## config.mk

```make
export PLATFORM = sky130hd
export DESIGN_NAME = thr_hyst_encoder
export DESIGN_NICKNAME = d
export VERILOG_FILES = /design/src/rtl/thr_pkg.sv /design/src/rtl/thr_req_check.sv /design/src/rtl/thr_mode_store.sv /design/src/rtl/thr_word_decode.sv /design/src/rtl/thr_hyst_encoder.sv
export SDC_FILE = /design/constraint.sdc
export NUM_CORES = 1
export LEC_CHECK = 0
export ABC_AREA = 1
export BUFFER_PORTS_ARGS = -buffer_cell sky130_fd_sc_hd__clkbuf_2
export CORE_ASPECT_RATIO = 0.8
export CORE_MARGIN = 1
export CORE_UTILIZATION = 60
export CTS_BUF_LIST = sky130_fd_sc_hd__clkbuf_16
export CTS_CLUSTER_DIAMETER = 60
export CTS_CLUSTER_SIZE = 24
export DETAILED_ROUTE_END_ITERATION = 10
export PLACE_DENSITY = 0.91
export SYNTH_ARGS = -nofsm -noshare
export SYNTH_HDL_FRONTEND = slang
export SYNTH_SLANG_ARGS = --single-unit
```

## constraint.sdc

```tcl
create_clock -name clk -period 8.51 [get_ports clk]
set_input_delay 1.702 -clock clk [delete_from_list [all_inputs] [get_ports clk]]
set_output_delay 1.702 -clock clk [all_outputs]
set_load 0.03 [all_outputs]
```

## src/rtl/thr_pkg.sv

```systemverilog
// Shared types for the hysteresis threshold encoder.
// Assumes: the controller uses these state codes only internally.
package thr_pkg;

    // Controller states: boot, default-word writes, idle, pending update write
    typedef enum logic [1:0] {
        ST_BOOT  = 2'd0,
        ST_INIT  = 2'd1,
        ST_IDLE  = 2'd2,
        ST_WRITE = 2'd3
    } thr_state_e;

    // Request direction encoding on req_rising
    localparam logic DIR_FALL = 1'b0;
    localparam logic DIR_RISE = 1'b1;

endpackage

```

## src/rtl/thr_req_check.sv

```systemverilog
// Validates one threshold request against the stored pair of its mode,
// applies the even-gap correction and forms the register word.
// Assumes: cur_lo/cur_hi already obey the even gap of at least MIN_HYST.
module thr_req_check #(
    parameter int VAL_W    = 8,
    parameter int MIN_LO   = 2,
    parameter int MAX_LO   = 21,
    parameter int MIN_HI   = 3,
    parameter int MAX_HI   = 22,
    parameter int MIN_HYST = 2
) (
    input  logic               rising,
    input  logic [VAL_W-1:0]   value,
    input  logic [VAL_W-1:0]   cur_lo,
    input  logic [VAL_W-1:0]   cur_hi,
    output logic               accept,
    output logic               changed,
    output logic [VAL_W-1:0]   new_lo,
    output logic [VAL_W-1:0]   new_hi,
    output logic [2*VAL_W-1:0] word
);
    import thr_pkg::*;

    localparam logic [VAL_W:0] MIN_LO_V = (VAL_W+1)'(MIN_LO);
    localparam logic [VAL_W:0] MAX_LO_V = (VAL_W+1)'(MAX_LO);
    localparam logic [VAL_W:0] MIN_HI_V = (VAL_W+1)'(MIN_HI);
    localparam logic [VAL_W:0] MAX_HI_V = (VAL_W+1)'(MAX_HI);
    localparam logic [VAL_W:0] HYST_V   = (VAL_W+1)'(MIN_HYST);

    logic [VAL_W:0] val_x, lo_x, hi_x;
    logic           fall_ok, rise_ok;
    logic [VAL_W:0] sum_x;

    // Widen operands so the gap comparisons cannot wrap
    always_comb begin
        val_x = {1'b0, value};
        lo_x  = {1'b0, cur_lo};
        hi_x  = {1'b0, cur_hi};
    end

    // Acceptance rules per direction
    always_comb begin
        fall_ok = (val_x >= MIN_LO_V) && (val_x <= MAX_LO_V) && ((val_x + HYST_V) <= hi_x);
        rise_ok = (val_x >= MIN_HI_V) && (val_x <= MAX_HI_V) && (val_x >= (lo_x + HYST_V));
        accept  = (rising == DIR_RISE) ? rise_ok : fall_ok;
    end

    // New pair with the odd-gap correction on the opposite threshold
    always_comb begin
        if (rising == DIR_RISE) begin
            changed = (value != cur_hi);
            new_hi  = value;
            new_lo  = (value[0] ^ cur_lo[0]) ? cur_lo + VAL_W'(1) : cur_lo;
        end else begin
            changed = (value != cur_lo);
            new_lo  = value;
            new_hi  = (value[0] ^ cur_hi[0]) ? cur_hi - VAL_W'(1) : cur_hi;
        end
    end

    // Register word: gap in the upper half, sum in the lower half
    always_comb begin
        sum_x = {1'b0, new_hi} + {1'b0, new_lo};
        word  = {new_hi - new_lo, sum_x[VAL_W-1:0]};
    end

endmodule

```

## src/rtl/thr_mode_store.sv

```systemverilog
// Holds the low/high threshold pair of every sensing mode.
// Assumes: at most one mode is written per cycle; reset loads the defaults.
module thr_mode_store #(
    parameter int NUM_MODES = 2,
    parameter int MODE_W    = 1,
    parameter int VAL_W     = 8,
    parameter int RST_LO    = 2,
    parameter int RST_HI    = 4
) (
    input  logic                       clk,
    input  logic                       rst_n,
    input  logic                       we,
    input  logic [MODE_W-1:0]          wmode,
    input  logic [VAL_W-1:0]           wlo,
    input  logic [VAL_W-1:0]           whi,
    output logic [NUM_MODES*VAL_W-1:0] lo_flat,
    output logic [NUM_MODES*VAL_W-1:0] hi_flat
);
    localparam logic [VAL_W-1:0] RST_LO_V = VAL_W'(RST_LO);
    localparam logic [VAL_W-1:0] RST_HI_V = VAL_W'(RST_HI);

    for (genvar g = 0; g < NUM_MODES; g++) begin : g_mode
        logic [VAL_W-1:0] lo_q, hi_q;

        // Per-mode pair register, written when its mode is selected
        always_ff @(posedge clk) begin
            if (!rst_n) begin
                lo_q <= RST_LO_V;
                hi_q <= RST_HI_V;
            end else if (we && (int'(wmode) == g)) begin
                lo_q <= wlo;
                hi_q <= whi;
            end
        end

        assign lo_flat[g*VAL_W +: VAL_W] = lo_q;
        assign hi_flat[g*VAL_W +: VAL_W] = hi_q;
    end

endmodule

```

## src/rtl/thr_word_decode.sv

```systemverilog
// Turns a {gap, sum} register word back into its low and high thresholds.
// Assumes: the word was formed with an even gap; pure combinational.
module thr_word_decode #(
    parameter int VAL_W = 8
) (
    input  logic [2*VAL_W-1:0] word,
    output logic [VAL_W-1:0]   low,
    output logic [VAL_W-1:0]   high
);
    logic [VAL_W-1:0] gap, sum, diff;
    logic [VAL_W:0]   tot;

    // Split the word and halve difference and total
    always_comb begin
        gap  = word[2*VAL_W-1:VAL_W];
        sum  = word[VAL_W-1:0];
        diff = sum - gap;
        tot  = {1'b0, sum} + {1'b0, gap};
        low  = {1'b0, diff[VAL_W-1:1]};
        high = tot[VAL_W:1];
    end

endmodule

```

## src/rtl/thr_hyst_encoder.sv

```systemverilog
// Top of the hysteresis threshold encoder: takes one request at a time,
// answers accept/reject, and emits the register word over valid/ready.
// Assumes: the register sink raises wr_ready eventually; reset is synchronous.
module thr_hyst_encoder #(
    parameter int NUM_MODES = 2,
    parameter int VAL_W     = 8,
    parameter int MIN_LO    = 2,
    parameter int MAX_LO    = 21,
    parameter int MIN_HI    = 3,
    parameter int MAX_HI    = 22,
    parameter int MIN_HYST  = 2,
    parameter int RST_LO    = 2,
    parameter int RST_HI    = 4,
    localparam int MODE_W   = (NUM_MODES > 1) ? $clog2(NUM_MODES) : 1,
    localparam int WORD_W   = 2 * VAL_W
) (
    input  logic              clk,
    input  logic              rst_n,
    input  logic              req_valid,
    output logic              req_ready,
    input  logic [MODE_W-1:0] req_mode,
    input  logic              req_rising,
    input  logic [VAL_W-1:0]  req_value,
    output logic              rsp_ok,
    output logic              rsp_err,
    output logic              wr_valid,
    input  logic              wr_ready,
    output logic [MODE_W-1:0] wr_mode,
    output logic [WORD_W-1:0] wr_data,
    input  logic [MODE_W-1:0] rd_mode,
    output logic [VAL_W-1:0]  rd_low,
    output logic [VAL_W-1:0]  rd_high,
    input  logic [WORD_W-1:0] dec_word,
    output logic [VAL_W-1:0]  dec_low,
    output logic [VAL_W-1:0]  dec_high
);
    import thr_pkg::*;

    localparam logic [MODE_W-1:0] LAST_MODE = MODE_W'(NUM_MODES - 1);
    localparam logic [VAL_W-1:0]  RST_GAP   = VAL_W'(RST_HI - RST_LO);
    localparam logic [VAL_W-1:0]  RST_SUM   = VAL_W'(RST_HI + RST_LO);
    localparam logic [WORD_W-1:0] RST_WORD  = {RST_GAP, RST_SUM};

    thr_state_e              state;
    logic [MODE_W-1:0]       wr_mode_q;
    logic [WORD_W-1:0]       wr_data_q;
    logic                    rsp_ok_q, rsp_err_q;
    logic [NUM_MODES*VAL_W-1:0] lo_flat, hi_flat;
    logic [VAL_W-1:0]        cur_lo, cur_hi, new_lo, new_hi;
    logic                    rule_ok, changed, mode_ok, accept, fire, upd;
    logic [WORD_W-1:0]       new_word;

    // Guard against mode codes beyond NUM_MODES when it is not a power of two
    if (NUM_MODES == (1 << MODE_W)) begin : g_full_modes
        assign mode_ok = 1'b1;
    end else begin : g_part_modes
        assign mode_ok = (int'(req_mode) < NUM_MODES);
    end

    // Pick the stored pair of the requested mode and of the read-back mode
    always_comb begin
        cur_lo  = lo_flat[req_mode*VAL_W +: VAL_W];
        cur_hi  = hi_flat[req_mode*VAL_W +: VAL_W];
        rd_low  = lo_flat[rd_mode*VAL_W +: VAL_W];
        rd_high = hi_flat[rd_mode*VAL_W +: VAL_W];
    end

    thr_req_check #(
        .VAL_W(VAL_W), .MIN_LO(MIN_LO), .MAX_LO(MAX_LO),
        .MIN_HI(MIN_HI), .MAX_HI(MAX_HI), .MIN_HYST(MIN_HYST)
    ) u_check (
        .rising (req_rising),
        .value  (req_value),
        .cur_lo (cur_lo),
        .cur_hi (cur_hi),
        .accept (rule_ok),
        .changed(changed),
        .new_lo (new_lo),
        .new_hi (new_hi),
        .word   (new_word)
    );

    // Handshake and update qualifiers
    always_comb begin
        req_ready = (state == ST_IDLE);
        fire      = req_valid && req_ready;
        accept    = rule_ok && mode_ok;
        upd       = fire && accept && changed;
    end

    thr_mode_store #(
        .NUM_MODES(NUM_MODES), .MODE_W(MODE_W), .VAL_W(VAL_W),
        .RST_LO(RST_LO), .RST_HI(RST_HI)
    ) u_store (
        .clk    (clk),
        .rst_n  (rst_n),
        .we     (upd),
        .wmode  (req_mode),
        .wlo    (new_lo),
        .whi    (new_hi),
        .lo_flat(lo_flat),
        .hi_flat(hi_flat)
    );

    thr_word_decode #(.VAL_W(VAL_W)) u_decode (
        .word(dec_word),
        .low (dec_low),
        .high(dec_high)
    );

    // Controller: boot writes, request intake and pending write tracking
    always_ff @(posedge clk) begin
        if (!rst_n) begin
            state     <= ST_BOOT;
            wr_mode_q <= '0;
            wr_data_q <= RST_WORD;
            rsp_ok_q  <= 1'b0;
            rsp_err_q <= 1'b0;
        end else begin
            rsp_ok_q  <= fire && accept;
            rsp_err_q <= fire && !accept;
            case (state)
                ST_BOOT: begin
                    state     <= ST_INIT;
                    wr_mode_q <= '0;
                    wr_data_q <= RST_WORD;
                end
                ST_INIT: begin
                    if (wr_ready) begin
                        if (wr_mode_q == LAST_MODE) state <= ST_IDLE;
                        else                        wr_mode_q <= wr_mode_q + MODE_W'(1);
                    end
                end
                ST_IDLE: begin
                    if (upd) begin
                        state     <= ST_WRITE;
                        wr_mode_q <= req_mode;
                        wr_data_q <= new_word;
                    end
                end
                ST_WRITE: begin
                    if (wr_ready) state <= ST_IDLE;
                end
                default: state <= ST_BOOT;
            endcase
        end
    end

    // Output drive from the controller registers
    always_comb begin
        wr_valid = (state == ST_INIT) || (state == ST_WRITE);
        wr_mode  = wr_mode_q;
        wr_data  = wr_data_q;
        rsp_ok   = rsp_ok_q;
        rsp_err  = rsp_err_q;
    end

endmodule

```

* Word level (Yosys, flattened, before mapping)
Cells that the tools add are included.
Storage, ports and cells: input port bits 31, logic and storage cells 75, register bits 53
Cells by class: equality and inequality tests 9, bitwise gates (word level) 3, order comparisons 6, add/subtract/negate cells 9, shift operators 4, reduce and logical (&&, ||, !) cells 18, muxes and demuxes 17
Operators with widths (count):
- $shiftx 16x5->8 | 4
- $mux 8 | 4
- $pmux 16 s2 | 1
- $add 8x2->9 const B | 2
- $ge 8x2->1 const B | 2
- $le 8x5->1 const B | 2
- $mux 16 | 1
- $ne 8x8->1 | 2
- $sub 8x8->8 | 2
- $logic_and 1x1->1 | 10
- $add 8x8->9 | 1
- $ge 8x9->1 | 1
- $le 9x8->1 | 1
- $add 8x1->8 const B | 1
- $add 8x8->8 | 1
- $mux 2 | 4
- $pmux 2 s4 | 1
- $sub 8x1->8 const B | 1
- $ne 2x2->1 const B | 3
- $mux 1 | 5
- $eq 2x2->1 const B | 2
- $reduce_and 4->1 | 1
- $pmux 1 s3 | 1
- $reduce_and 3->1 | 1
- 11 further kinds | 12

* Logic depth before layout (Yosys ltp)
depth in word-level cells 9, depth in mapped cells 24, mapped depth without buffers 24

* Modules after synthesis
From an unflattened synthesis, not the netlist that was laid out.
Second synthesis, totals: cell total of the unflattened synthesis 834, area total of the unflattened synthesis 5236.3 µm²
By module, submodules not included:
- thr_req_check | area each 2018.2 µm², cells an instance 342, times used 1, sequential area each 0.0 µm²
- thr_mode_store | area each 1280.0 µm², cells an instance 171, times used 1, sequential area each 640.6 µm²
- thr_hyst_encoder | area each 1253.7 µm², cells an instance 200, times used 1, sequential area each 420.4 µm²
- thr_word_decode | area each 684.4 µm², cells an instance 121, times used 1, sequential area each 0.0 µm²

* Worst setup path before layout
No wires, ideal clock.
path type input-to-output, from in dec_word[10], to out dec_high[6], path slack 3.303 ns, data arrival time 3.505 ns, stages on the path 12, path buffers 1, cell sequence inv_1 -> ha_1 -> clkbuf_1 -> inv_1 -> a21oi_1 -> o31ai_1 -> a21oi_1 -> o21bai_1 -> a21oi_1 -> nor2_1 -> nor2_1 -> xor2_1
On the way: word-level cells in the longest chain between the ends 1
RTL lines:
- from (decl) | line thr_hyst_encoder.sv:33 | input logic [WORD_W-1:0] dec_word,
- $add 8x8->9 | line thr_word_decode.sv:18 | tot = {1'b0, sum} + {1'b0, gap};
- to (decl) | line thr_hyst_encoder.sv:35 | output logic [VAL_W-1:0] dec_high
Every way passes these cells.

* Worst setup path in the final report
Same ends and word-level chain as after synthesis.

==> flow_summary.toml <==
[layout]
syn_to_final_growth_pct = 10.6
diodes = 0
drive_gt1_share_pct = 12.6
fin_nets = 929

[drt]
routedWlPerCell_um = 14.4
drt-total-wl_um = 13700
first_iter_violations = 557
avgViaCountPerCell = 5.59
drc = 0
dr.pass1.iters = 5
dr_total_vias = 5312
ant_nets = 0

[sta]
fin_crit_sh_pct = 65.1
whs_ps = 478
hold_viol = 0
post-route-min-period_ps = 5540
fin_skew_ps = 6.62
finalSetupViolations = 0
tightestPinTransition_ps = 918
rsz0062_at_grt = "false"
fin_tns_setup_ps = 0
slew_headroom_pct = 38.1
slew_violations = 0
fmax_ghz = 0.180
layout_setup_ws_ps = 2970

[worst_setup_path]
r2r_slack_ps = 4910
timing.rr.start = "u_store.g_mode[1].lo_q[0]"
regToRegEndpoint = "wr_data[14]"
reg2reg_depth = 20
worst_ep_required_time_ps = 6810
start_kind = "input port"
worstSetupPathType = "input port to output port"
cp_data_arrival_time_ps = 3840
startpoint = "dec_word[10]"
worstPathCellList = "clkbuf_2, inv_1, ha_1, o31ai_1, a21oi_1, o21bai_1, a21oi_1, nor2_1, nor2_1, xor2_1, clkbuf_2"
crit_path_end_kind = "output port"
cp-endpoint = "dec_high[6]"
critPathMaxFanout = 7
critPathMaxStageDelay_ps = 470
cp_slowest_cell = "o31ai_1"

[floorplanning]
io_pins = 84
die_area_um2 = 8600
start_util_pct = 62.1
die_h_um = 83.1
placementRows = 29
die_x_um = 103
coreArea_um2 = 7950

[yosys]
synth_xor_xnor_area_share_pct = 4.61
syn_inst = 783
synthAdderAreaFrac_pct = 14.8
synthFlopType = "dfxtp_1"
synth_compound_area_share_pct = 18.5
synth_edf_count = 0
synth_warnings = 0
yosys.area_share.simple_pct = 28.7
netlist_area_um2 = 4940
synth_fp_nets = 870
ys_ff_latch = 52
synth_cell_type_count = 41
syn_avg_cell_area_um2 = 6.31
synth_mux_area_share_pct = 0
synth_top_family_by_area = "simple AND/OR/NAND/NOR gates"
yosysSeqAreaShare_pct = 21.1
synthArstFlopShare_pct = 0

[placed_design]
place.port_buffers = 82
dp_slack_ps = 2930
dp_hpwl_um = 10600
place_congestion = 0.980

[pwr]
p_per_area_nw_per_um2 = 170
peakVddDrop_v = 0.000170
leakage_nw = 2.81
fin_total_pwr_mw = 0.928

[cts]
clock_path_buffers = 2
h-tree-depth = 2
cts_resized = 0
root_buffer = "clkbuf_16"
cts_buffers = 5
path_clk_slew_ps = 70
clock_latency_ps = 300
ctsHoldBuffers = 0
cts_setup_buffers = 0
clock-sinks = 52
cts_tree = "yes"

[grt]
grt_use_total_pct = 32.6
grt_max_degree = 45
grt_pass1_vias = 4849
grt_pass1_wl_um = 22300
grt_overflow_total = 0
antenna_found_initial = 0

[status]
status = "completed"

[job]
max_cap_violations = 0

[hold_path]
hold_class = "register to register"
-- metal layers --
layer | share of wire (%) | vias up | track usage (%)
li1 | - | 2650 | -
met1 | 43 | 2376 | 44.0
met2 | 46 | 256 | 53.9
met3 | 8.7 | 30 | 5.05
met4 | 1.7 | 0 | 7.81
met5 | 0 | - | 0
-- where the power goes --
group          switching [mW]  internal (mW)
logic                   0.301          0.124
registers              0.0172          0.274
clock network          0.0993          0.112
total                   0.418          0.510
-- critical path: cells and delay by family --
kind	cells	cell delay (ps)
AO/OA/AOI/OAI	4	1030
adder cells (fa/ha/maj)	1	380
XOR/XNOR	1	140
AND/OR/NAND/NOR	2	230
buffers and inverters	3	350
-- sequential cells by signal (all words and copies together), names as in the netlist --
register,flops
wr_data,15
u_store.g_mode.hi_q,16
u_store.g_mode.lo_q,16
state,2
rsp_ok,1
wr_mode,1
rsp_err,1
-- kinds of logic after synthesis --
kind of cell / Yosys count
fa+ha+maj: 56
other cells: 1
compound gates: 172
xor+xnor: 26
flops: 52
buf+inv: 143
simple gates: 333
-- cells in the mapped netlist (2+ instances only) --
cell type / instances / share of area [%]
nand3_1: 54 / 5.5
o31ai_1: 2 / 0.30
or2_2: 2 / 0.25
xor2_1: 24 / 4.3
nor3_1: 6 / 0.61
nor4_1: 3 / 0.38
o22ai_1: 5 / 0.63
nand2_1: 193 / 15
o211ai_1: 7 / 1.1
clkbuf_1: 15 / 1.1
o21ai_0: 76 / 7.7
nor2_2: 3 / 0.38
ha_1: 52 / 13
and2_1: 4 / 0.51
buf_6: 4 / 0.91
inv_1: 110 / 8.4
buf_2: 6 / 0.61
o21bai_1: 5 / 0.76
nand4_1: 5 / 0.63
fa_1: 4 / 1.6
a21oi_1: 72 / 7.3
nor2_1: 51 / 3.9
nor2_4: 2 / 0.46
nand2_2: 5 / 0.63
buf_4: 3 / 0.46
xnor2_1: 2 / 0.35
nand3b_1: 3 / 0.46
dfxtp_1: 52 / 21
-- per-stage QoR --
| step | cells | util (%) | cell area [um^2] |
|---|---|---|---|
| after floorplan | 783 | - | 4940 |
| after global placement | 943 | 66.8 | 5310 |
| after detailed placement | 943 | 66.8 | 5310 |
| after CTS | 951 | 68.7 | 5460 |
| after global routing | 951 | 68.7 | 5460 |
| final | 951 | 68.7 | 5460 |
-- worst min-delay path by stage --
stage | startpoint | to | slack, ps | cells after the start
finish | u_store.g_mode[0].hi_q[1] | u_store.g_mode[0].hi_q[1] | 480 | 2
global route | u_store.g_mode[0].hi_q[1] | u_store.g_mode[0].hi_q[1] | 490 | 2
CTS | u_store.g_mode[0].hi_q[1] | u_store.g_mode[0].hi_q[1] | 470 | 2
detailed placement | u_store.g_mode[0].hi_q[1] | u_store.g_mode[0].hi_q[1] | 460 | 2
global placement | u_store.g_mode[0].hi_q[1] | u_store.g_mode[0].hi_q[1] | 450 | 2
floorplan | u_store.g_mode[0].hi_q[1] | u_store.g_mode[0].hi_q[1] | 440 | 2
-- cell type report --
cell class / instances / area [um^2]
Timing Repair Buffer: 82 / 410
Fill cell: 682 / 2480
Inverter: 113 / 429
Tap cell: 108 / 135
Clock buffer: 5 / 125
Multi-Input combinational cell: 588 / 3290
Clock inverter: 3 / 27.5
Sequential cell: 52 / 1040
-- cells in the final DEF (no fill, tap or decap), types with 6 or more instances in the layout --
| cell | count |
|---|---|
| nand2_1 | 193 |
| inv_1 | 110 |
| clkbuf_2 | 82 |
| o21ai_0 | 76 |
| a21oi_1 | 72 |
| nand3_1 | 54 |
| ha_1 | 52 |
| dfxtp_1 | 52 |
| nor2_1 | 51 |
| xor2_1 | 24 |
| o211ai_1 | 7 |
| nor3_1 | 6 |
(Power assumes the default switching activity.)
